**src/rtl/stage_trace_recorder.sv**
```systemverilog
module stage_trace_recorder #(
  parameter int TAG_W = 8,
  parameter int VAL_W = 32,
  parameter int DEPTH = 16
) (
  input  logic             clk,
  input  logic             rst,
  input  logic             valid,
  input  logic [TAG_W-1:0] tag,
  input  logic [VAL_W-1:0] value,
  input  logic             mod7_sel,
  input  logic             stop,
  input  logic             scan_en,
  input  logic             scan_step,
  output logic             scan_out
);
  localparam int RES_W = 3;
  localparam int ENT_W = TAG_W + RES_W;
  localparam int PTR_W = $clog2(DEPTH);
  localparam int BIT_W = $clog2(ENT_W);
  localparam int CNT_W = PTR_W + 1;

  function automatic logic [31:0] digit_sum(input logic [VAL_W-1:0] x, input int k);
    logic [31:0] s;
    s = '0;
    for (int i = 0; i < VAL_W; i++)
      s += 32'(x[i]) << (i % k);
    return s;
  endfunction

  function automatic logic [31:0] reduce(input logic [VAL_W-1:0] x, input int k);
    logic [31:0] s;
    logic [31:0] m;
    m = (32'd1 << k) - 32'd1;
    s = digit_sum(x, k);
    for (int p = 0; p < 4; p++)
      s = digit_sum(VAL_W'(s), k);
    if (s >= m) s -= m;
    if (s >= m) s -= m;
    return s;
  endfunction

  logic [31:0]      r3, r7;
  logic [RES_W-1:0] res;

  assign r3  = reduce(value, 2);
  assign r7  = reduce(value, 3);
  assign res = mod7_sel ? r7[RES_W-1:0] : {1'b0, r3[1:0]};

  logic [ENT_W-1:0] mem [DEPTH];
  logic [PTR_W-1:0] wr_ptr;
  logic             wrapped, frozen;
  logic             wr_go;

  assign wr_go = valid & ~frozen & ~stop;

  always_ff @(posedge clk) begin
    if (rst) begin
      wr_ptr  <= '0;
      wrapped <= 1'b0;
      frozen  <= 1'b0;
    end else begin
      if (stop) frozen <= 1'b1;
      if (wr_go) begin
        wr_ptr <= (wr_ptr == PTR_W'(DEPTH - 1)) ? '0 : wr_ptr + 1'b1;
        if (wr_ptr == PTR_W'(DEPTH - 1)) wrapped <= 1'b1;
      end
    end
  end

  always_ff @(posedge clk)
    if (wr_go) mem[wr_ptr] <= {tag, res};

  logic [CNT_W-1:0] count, rd_off;
  logic [PTR_W-1:0] oldest, rd_idx;
  logic [BIT_W-1:0] rd_bit;
  logic             scan_live, shift;

  assign count     = wrapped ? CNT_W'(DEPTH) : {1'b0, wr_ptr};
  assign oldest    = wrapped ? wr_ptr : '0;
  assign rd_idx    = oldest + rd_off[PTR_W-1:0];
  assign scan_live = frozen & scan_en & (count != '0);
  assign shift     = scan_live & scan_step;

  always_ff @(posedge clk) begin
    if (rst || !scan_live) begin
      rd_off <= '0;
      rd_bit <= '0;
    end else if (shift) begin
      if (rd_bit == BIT_W'(ENT_W - 1)) begin
        rd_bit <= '0;
        rd_off <= (rd_off == count - 1'b1) ? '0 : rd_off + 1'b1;
      end else begin
        rd_bit <= rd_bit + 1'b1;
      end
    end
  end

  assign scan_out = scan_live ? mem[rd_idx][BIT_W'(ENT_W - 1) - rd_bit] : 1'b0;

  AST_STOP_STICKY: assert property (@(posedge clk) disable iff (rst)
    frozen |=> frozen);
  AST_FROZEN_NO_STORE: assert property (@(posedge clk) disable iff (rst)
    frozen |=> $stable(wr_ptr) && $stable(wrapped));
  AST_IDLE_NO_STORE: assert property (@(posedge clk) disable iff (rst)
    !valid |=> $stable(wr_ptr));
  AST_STORE_ADVANCES: assert property (@(posedge clk) disable iff (rst)
    (valid && !frozen && !stop) |=> wr_ptr != $past(wr_ptr));
  AST_WRAP_AT_ZERO: assert property (@(posedge clk) disable iff (rst)
    $rose(wrapped) |-> wr_ptr == '0);
  AST_MOD3_RANGE: assert property (@(posedge clk) disable iff (rst)
    !mod7_sel |-> res < 3'd3);
  AST_MOD7_RANGE: assert property (@(posedge clk) disable iff (rst)
    mod7_sel |-> res < 3'd7);
  AST_SCAN_QUIET: assert property (@(posedge clk) disable iff (rst)
    !frozen |-> !scan_out);
endmodule

```
**config.mk**
```make
export PLATFORM = sky130hd
export DESIGN_NAME = stage_trace_recorder
export DESIGN_NICKNAME = d
export VERILOG_FILES = /design/src/rtl/stage_trace_recorder.sv
export SDC_FILE = /design/constraint.sdc
export NUM_CORES = 1
export LEC_CHECK = 0
export ABC_CLOCK_PERIOD_IN_PS = 38300
export BUFFER_PORTS_ARGS = -buffer_cell sky130_fd_sc_hd__buf_2
export CORE_UTILIZATION = 60
export CTS_CLUSTER_SIZE = 16
export DETAILED_ROUTE_END_ITERATION = 12
export GPL_TIMING_DRIVEN = 0
export PLACE_DENSITY = 0.76
export SLEW_MARGIN = 10
export SYNTH_ARGS = -nofsm -noshare
export SYNTH_HDL_FRONTEND = slang
export SYNTH_SLANG_ARGS = --single-unit
```
**constraint.sdc**
```tcl
create_clock -name clk -period 38.3 [get_ports clk]
set_clock_uncertainty 0.15 [all_clocks]
set_input_delay 1.915 -clock clk [delete_from_list [all_inputs] [get_ports clk]]
set_output_delay 1.915 -clock clk [all_outputs]
set_load 0.05 [all_outputs]
```
==> flow_summary.yaml, run 1 <==
setup_path:
  arrival_ps: 14300
  cp_slowest_cell: "a21oi_1"
  reg2reg_from: "wrapped"
  rr_endpoint: "rd_off[3]"
  start_kind: "input port"
  cpMostUsedCell: "fa_1"
  reg2reg_depth: 11
  r2r_slack_ps: 35470
  cpPeakStageDelay_ps: 760
  critPathKind: "input port to flop"
  cp_max_fo: 16
  critPathCaptureType: "flop"
  crit_start: "value[2]"
  cp_data_required_time_ps: 38250
timing:
  slew_viol_final: 0
  worst_slew_pin_slew_ps: 1290
  rsz0062_at_grt: "false"
  tns_ps: 0
  final.min_clock_period_ps: 14350
  fmax_mhz: 69.7
  slew_headroom_pct: 13.5
  hold_viol: 0
  finalCritPeriodShare_pct: 37.5
  setup_violations: 0
logic_synthesis:
  yosysUniqueCellTypes: 58
  synth.avg_cell_area_um2: 14.8
  yosysSeqAreaShare_pct: 50.4
  synth-edff-count: 176
  async_flop_share_pct: 0
  ys.flop_type: "edfxtp_1"
  syn_nets: 950
  syn-cell-area_um2: 11100
  netlist.area_leader.share_pct: 47.7
  synth_seq_cells: 191
  synth_area_leader_cell: "edfxtp_1"
  synth_warnings: 0
  synthCells: 747
  synth_area_leaders: "edfxtp_1 48%, fa_1 12%, ha_1 10%"
route:
  dr.pass1.iters: 5
  ant_nets: 0
  wl_per_cell_um: 20.9
  vias_per_cell: 5.95
  vias: 6290
  drt-initial-drc-count: 503
  wl_mm: 22.1
  drcViolationCount: 0
grt:
  grt_overflow_total: 0
  grt_pass1_wl_mm: 33.9
  antenna_found_initial: 0
  grtUsageTotal_pct: 24.9
  grt_max_degree: 17
  grt_pass1_vias: 6492
finish:
  nFillCells: 1197
  drive_above_1_share_pct: 18.2
  layout_common_cells: "176 x edfxtp_1, 113 x inv_1, 91 x ha_1, 65 x fa_1, 50 x buf_2"
  num_antenna_cells: 0
  final_nets: 1021
  mostFrequentLayoutCell: "edfxtp_1"
  synthToLayoutAreaGrowth_pct: 10.6
die:
  die_y_um: 138
  coreArea_um2: 18000
  start_util_pct: 61.5
  rows: 49
  dieArea_um2: 19000
  die_w_um: 138
  ios: 48
min_path:
  min_to: "frozen"
  hold_class: "flop to flop"
  hp-start: "frozen"
  whs_path_depth: 2
clock_tree:
  cts.path.max_buffers: 2
  root_buffer: "clkbuf_16"
  cts_tree: "done"
  clkSlewWorstSetupHoldPaths_ps: 70
  post_cts_buffers: 0
  cts_max_level: 4
  clk_latency_ps: 430
  cts_made_buffers: 17
  clock-sinks: 191
  cts_resized: 0
  postCtsHoldBufs: 0
placed_design:
  gp_congestion: 0.883
  port-buffer-count: 47
  dpl.hpwl_mm: 15.8
status:
  status: "complete, no violations"
job:
  maxCapViolCount: 0
-- synthesized netlist by cell type, drive strengths merged (6+ instances only) --
cell,instances
edfxtp,176
mux2i,9
ha,91
fa,65
nor3,10
xnor2,18
buf,11
mux4,50
nor2,42
o21ai,8
inv,113
nand3,13
clkbuf,8
xor2,18
nand2,20
dfxtp,15
a21oi,17
nor2b,6
-- cell families after synthesis --
family	synth area share [%]
DFF	50.4
adders and majority gates	22.0
buffers and inverters	4.71
and+or+nand+nor	5.35
muxes	11.5
AOI/OAI and AO/OA	3.13
xor gates and xnor gates	2.91
-- worst max path at each step --
stage	endpoint	slack, ps	depth (start not counted)
after CTS	mem[13][0]	23930	45
after detailed placement	mem[5][0]	23500	45
after global routing	mem[13][0]	23020	45
final	mem[13][0]	23950	45
after floorplan	mem[0][0]	24640	44
after global placement	mem[13][0]	23900	45
-- metrics by stage --
stage | util (%) | hold WS, ps | instances | worst slack, ps | area (um^2)
2_1_floorplan | - | 295 | 747 | 24640 | 11100
3_3_place_gp | 64.4 | 314 | 1023 | 23900 | 11600
3_5_place_dp | 64.9 | 327 | 1028 | 23500 | 11700
4_1_cts | 68.0 | 343 | 1058 | 23930 | 12200
5_1_grt | 68.0 | 383 | 1058 | 23020 | 12200
6_report | 68.0 | 340 | 1058 | 23950 | 12200
-- layout make-up --
type | instances | area (um^2) | area share, %
Sequential cell | 191 | 5590 | 45.6
Clock inverter | 11 | 111 | 0.909
Inverter | 113 | 424 | 3.46
Tap cell | 229 | 287 | 2.34
Timing Repair Buffer | 52 | 295 | 2.41
Clock buffer | 19 | 433 | 3.53
Buffer | 19 | 97.6 | 0.797
Multi-Input combinational cell | 424 | 5020 | 41.0
-- critical path, delay by kind of cell --
kind | cells | cell delay (ps)
buf+inv | 10 | 650
mux | 1 | 330
simple gates | 4 | 620
compound gates | 5 | 1840
xor+xnor | 3 | 470
fa+ha+maj | 22 | 8460
-- flip-flops by register name, summed over array words and instances (netlist names) --
| name | count |
|---|---|
| frozen | 1 |
| mem | 176 |
| rd_bit | 4 |
| rd_off | 5 |
| wr_ptr | 4 |
| wrapped | 1 |
-- per-layer routing --
| metal | routed length [um] | share of wire [%] | vias up | global-route usage (%) |
|---|---|---|---|---|
| li1 | - | - | 2813 | - |
| met1 | 8270 | 37 | 3211 | 29.7 |
| met2 | 11900 | 54 | 212 | 44.8 |
| met3 | 1200 | 5.4 | 54 | 4.09 |
| met4 | 746 | 3.4 | 0 | 10.5 |
| met5 | 0 | 0 | - | 0 |
Power of run 1 is not shown: default switching activity piles up to over one toggle a cycle in this logic, so the estimate is an artifact.
==> run 2, diff against run 1 <==
--- a/config.mk
+++ b/config.mk
@@ -5,13 +5,14 @@
 export SDC_FILE = /design/constraint.sdc
 export NUM_CORES = 1
 export LEC_CHECK = 0
-export ABC_CLOCK_PERIOD_IN_PS = 38300
+export ABC_AREA = 1
+export ABC_CLOCK_PERIOD_IN_PS = 13050
 export BUFFER_PORTS_ARGS = -buffer_cell sky130_fd_sc_hd__buf_2
-export CORE_UTILIZATION = 60
+export CORE_UTILIZATION = 57
 export CTS_CLUSTER_SIZE = 16
 export DETAILED_ROUTE_END_ITERATION = 12
 export GPL_TIMING_DRIVEN = 0
-export PLACE_DENSITY = 0.76
+export PLACE_DENSITY = 0.75
 export SLEW_MARGIN = 10
 export SYNTH_ARGS = -nofsm -noshare
 export SYNTH_HDL_FRONTEND = slang
==> constraint.sdc (replaced) <==
create_clock -name clk -period 13.05 [get_ports clk]
set_clock_uncertainty 0.15 [all_clocks]
set_input_delay 0.6525 -clock clk [delete_from_list [all_inputs] [get_ports clk]]
set_output_delay 0.6525 -clock clk [all_outputs]
set_load 0.05 [all_outputs]
==> run 2 against run 1 <==
Net effect:
- die area rose by 8.7%
- synthesized cell count rose by 50%
- register-to-register slack got worse by 25000 ps
- count of clock-buffer cells in the layout fell by 2
- critical path depth did not move
- worst setup slack got worse by 23000 ps
- critical endpoint is now mem[6][2]
==> flow_summary.yaml, run 2 <==
logic_synthesis:
  syn_nets: 1326
  synth_warnings: 0
  synthTopCellsByCount: "323 x nand2_1, 176 x edfxtp_1, 143 x inv_1"
  yosysUniqueCellTypes: 36
  ys.flop_type: "edfxtp_1"
  synth_area_leader_cell: "edfxtp_1"
  synth_seq_cells: 191
  synth-edff-count: 176
  synth_area_leaders: "edfxtp_1 46%, fa_1 11%, nand2_1 11%"
  async_flop_share_pct: 0
  synthCells: 1123
  yosysSeqAreaShare_pct: 48.8
  synth_most_common_cell: "nand2_1"
  netlist.area_leader.share_pct: 46.1
  synth.avg_cell_area_um2: 10.2
  syn-cell-area_um2: 11500
timing:
  final.min_clock_period_ps: 12290
  slew_viol_final: 0
  setup_violations: 0
  hold_viol: 0
  slew_headroom_pct: 12.3
  finalCritPeriodShare_pct: 94.2
  worst_slew_pin_slew_ps: 1310
  fmax_mhz: 81.4
  rsz0062_at_grt: "false"
  tns_ps: 0
die:
  die_w_um: 144
  dieArea_um2: 20700
  die_y_um: 144
  start_util_pct: 58.5
  ios: 48
  coreArea_um2: 19600
  rows: 51
route:
  ant_nets: 0
  wl_mm: 24.0
  wl_per_cell_um: 16.3
  vias_per_cell: 5.39
  drcViolationCount: 0
  drt-initial-drc-count: 521
  dr.pass1.iters: 5
  vias: 7921
placed_design:
  gp_congestion: 0.851
  placed_cells: 1437
  dpl.hpwl_mm: 16.8
  port-buffer-count: 47
setup_path:
  critPathCaptureType: "flop"
  worst-path-buf-inv: 11
  cp_top_family: "adder cells"
  arrival_ps: 12210
  cp_data_required_time_ps: 12970
  cp_slowest_cell: "nor2_1"
  cp_max_fo: 16
  cpMostUsedCell: "fa_1"
  start_kind: "input port"
  critPathKind: "input port to flop"
  cpPeakStageDelay_ps: 890
grt:
  antenna_found_initial: 0
  grt_pass1_wl_mm: 38.4
  grt_max_degree: 18
  grtUsageTotal_pct: 25.2
  grt_pass1_vias: 7717
  grt_overflow_total: 0
finish:
  mostFrequentLayoutCell: "nand2_1"
  final_nets: 1394
  top_register: "mem"
  synthToLayoutAreaGrowth_pct: 10.6
  largest_register_ffs: 176
  largestRegisters: "mem (176), rd_off (5)"
  drive_above_1_share_pct: 11.4
  layout.cells.non_filler: 1469
  layout_common_cells: "323 x nand2_1, 176 x edfxtp_1, 143 x inv_1, 141 x nand3_1, 91 x ha_1"
  nFillCells: 1538
  num_antenna_cells: 0
clock_tree:
  cts.path.max_buffers: 2
  root_buffer: "clkbuf_16"
  clock-sinks: 191
  post_cts_buffers: 0
  cts_max_level: 4
  cts_made_buffers: 17
  clkSlewWorstSetupHoldPaths_ps: 70
  clk_latency_ps: 440
  cts_tree: "done"
job:
  maxCapViolCount: 0
status:
  status: "complete, no violations"
min_path:
  hold_class: "input port to flop"
-- run 2: cell type report --
| type | count | area [um^2] | share of cell area, % |
|---|---|---|---|
| timing repair buffer | 49 | 258 | 2.03 |
| inverter | 149 | 559 | 4.42 |
| sequential | 191 | 5590 | 44.1 |
| clock buffer | 17 | 425 | 3.36 |
| tap | 265 | 332 | 2.62 |
| multi-input combinational | 747 | 5150 | 40.7 |
| buffer | 36 | 199 | 1.57 |
| clock inverter | 15 | 159 | 1.25 |
-- run 2: logic make-up (layout without fill, tap and decap cells) --
group                      count (synthesis)  in the layout  share of synthesized area (%)
and+or+nand+nor                          523            523                           19.2
DFF                                      191            191                           48.8
buffers and inverters                    185            266                           6.62
adders and majority gates                156            156                           21.3
AOI/OAI and AO/OA                         44             44                           2.26
xor gates and xnor gates                  24             24                           1.90
-- run 2: final timing paths --
check            from   endpoint  slack (ps)  cells after the start
max          value[2]  mem[6][2]         760                     45
min               rst     frozen         280                      2
max reg2reg    frozen  mem[3][0]       10520                      5
min reg2reg    frozen     frozen         340                      2
-- run 2: metrics by stage --
stage / cell area, um^2 / hold slack, ps / utilization, % / setup slack (ps)
after floorplan: 11500 / 299 / - / 1420
after global placement: 12000 / 320 / 61.4 / 375
after detailed placement: 12100 / 325 / 61.6 / 107
after CTS: 12700 / 261 / 64.6 / 546
after global routing: 12700 / 275 / 64.7 / 70.7
final: 12700 / 277 / 64.7 / 759
-- run 2: per-layer routing --
metal	track usage [%]	wire length [um]	share of wire, %	up-vias
li1	-	-	-	3796
met1	30.6	9520	40	3765
met2	43.8	12000	50	306
met3	4.47	1700	7.1	54
met4	10.9	724	3.0	0
met5	0	0	0	-
-- run 2: timing repair --
action	in CTS	in global routing
hold buffers	0	0
endpoints found under the hold margin	0	0
gates resized for setup	0	1
setup endpoints to repair	0	16
Power of run 2 is left out for the same reason.
==> run 3, diff against run 2 <==
--- a/config.mk
+++ b/config.mk
@@ -8,7 +8,9 @@
 export ABC_AREA = 1
 export ABC_CLOCK_PERIOD_IN_PS = 13050
 export BUFFER_PORTS_ARGS = -buffer_cell sky130_fd_sc_hd__buf_2
-export CORE_UTILIZATION = 57
+export CELL_PAD_IN_SITES_DETAIL_PLACEMENT = 1
+export CELL_PAD_IN_SITES_GLOBAL_PLACEMENT = 1
+export CORE_UTILIZATION = 45
 export CTS_CLUSTER_SIZE = 16
 export DETAILED_ROUTE_END_ITERATION = 12
 export GPL_TIMING_DRIVEN = 0
==> run 3 against run 2 <==
Net effect:
- global-route usage decreased by 1.5 points
- fmax about the same
- count of clock-buffer cells in the layout increased by 1
- sequential cell count unchanged
==> flow_summary.yaml, run 3 (synthesis gave the netlist of run 2 again) <==
finish:
  largest_register_ffs: 176
  drive_above_1_share_pct: 11.8
  top_register: "mem"
  largestRegisters: "mem (176), rd_off (5)"
  synthToLayoutAreaGrowth_pct: 12.2
  mostFrequentLayoutCell: "nand2_1"
  layout_common_cells: "323 x nand2_1, 176 x edfxtp_1, 143 x inv_1, 141 x nand3_1, 91 x ha_1"
  seqCellArea_um2: 5590
  num_antenna_cells: 0
  final_nets: 1401
  layout.cells.non_filler: 1539
  multiInputGateArea_um2: 5160
  nFillCells: 2842
setup_path:
  critPathCaptureType: "flop"
  cpMostUsedCell: "fa_1"
  cp_data_required_time_ps: 12970
  critPathKind: "input port to flop"
  cp_slowest_cell: "nor2_1"
  worst-path-buf-inv: 11
  cpPeakStageDelay_ps: 870
  arrival_ps: 12210
  cp_max_fo: 16
  start_kind: "input port"
  cp_top_family: "adder cells"
timing:
  slew_headroom_pct: 23.4
  finalCritPeriodShare_pct: 94.2
  rsz0062_at_grt: "false"
  worst_slew_pin_slew_ps: 1150
  slew_viol_final: 0
  fmax_mhz: 81.3
  hold_viol: 0
  final.min_clock_period_ps: 12290
  setup_violations: 0
grt:
  grt_overflow_total: 0
  grtUsageMet1_pct: 27.5
  grt_max_degree: 17
  antenna_found_initial: 0
  grt_use_met3_pct: 2.88
  grt_pass1_vias: 8793
  grtUsageTotal_pct: 23.6
  met2_usage_pct: 44.7
  top_usage_layer: "met2"
  grt_pass1_wl_mm: 46.3
placed_design:
  gp_congestion: 0.801
  placed_cells: 1509
  dpl.hpwl_mm: 21.7
  port-buffer-count: 47
clock_tree:
  root_buffer: "clkbuf_16"
  clk_latency_ps: 430
  cts_made_buffers: 17
  cts_resized: 0
  clock-sinks: 191
  post_cts_buffers: 0
  postCtsHoldBufs: 0
  cts_tree: "done"
  cts.path.max_buffers: 2
  clkSlewWorstSetupHoldPaths_ps: 70
  cts_max_level: 4
route:
  ant_nets: 0
  drcViolationCount: 0
  vias_per_cell: 5.25
  dr.pass1.iters: 4
  vias: 8078
  drt-initial-drc-count: 390
  wl_per_cell_um: 18.9
  wl_mm: 29.1
die:
  rows: 58
  start_util_pct: 45.6
  dieArea_um2: 26100
  ios: 48
  die_w_um: 162
  coreArea_um2: 25100
  die_y_um: 162
job:
  maxCapViolCount: 0
status:
  status: "complete, no violations"
min_path:
  hold_class: "input port to flop"
run 3: cell types whose count changed in the layout (fill, tap and decap cells not counted), sizes merged:
cell / delta
clkinv: -6
bufinv: +1
clkinvlp: +4
buf: +7
clkbuf: +1
inv: -2
run 3: worst paths after layout:
kind / cells past startpoint / slack, ps / from / to
setup / recovery: 44 / 760 / value[2] / mem[7][2]
hold / removal: 2 / 280 / rst / wrapped
hold reg to reg: 2 / 360 / frozen / frozen
setup reg to reg: 11 / 10700 / wr_ptr[0] / rd_off[0]
run 3: layout make-up:
cell class                 count  area share, %
clock buffer                  18           3.34
tap                          330           3.21
multi-input combinational    747           40.1
timing repair buffer          56           2.71
inverter                     149           4.35
clock inverter                12           1.26
buffer                        36           1.55
sequential                   191           43.5
run 3: worst register-to-register path, stage by stage (launching register included):
cell and delay (ps):
dfxtp_1 430, inv_1 140, nor2_1 140, inv_1 110, ha_1 250, xnor2_1 170, xnor2_1 140, inv_1 60
nor3_1 200, nand3_1 150, o21ai_2 230, a21oi_1 60
run 3: metrics by stage:
stage / instance area (um^2) / setup slack, ps / TNS [ps] / utilization (%) / hold WS, ps
5_1_grt: 12900 / 56.4 / 0 / 51.2 / 283
4_1_cts: 12800 / 314 / 0 / 51.1 / 278
2_1_floorplan: 11500 / 1420 / 0 / - / 299
3_3_place_gp: 12100 / 289 / 0 / 48.2 / 316
3_5_place_dp: 12300 / -115 / -1840 / 48.8 / 349
6_report: 12900 / 757 / 0 / 51.2 / 284
run 3: metal layers:
layer	wire (um)	share of wire [%]
met5	0	0
met3	957	3.3
met1	11700	40
met4	653	2.2
met2	15800	54
Power of run 3 is left out for the same reason.
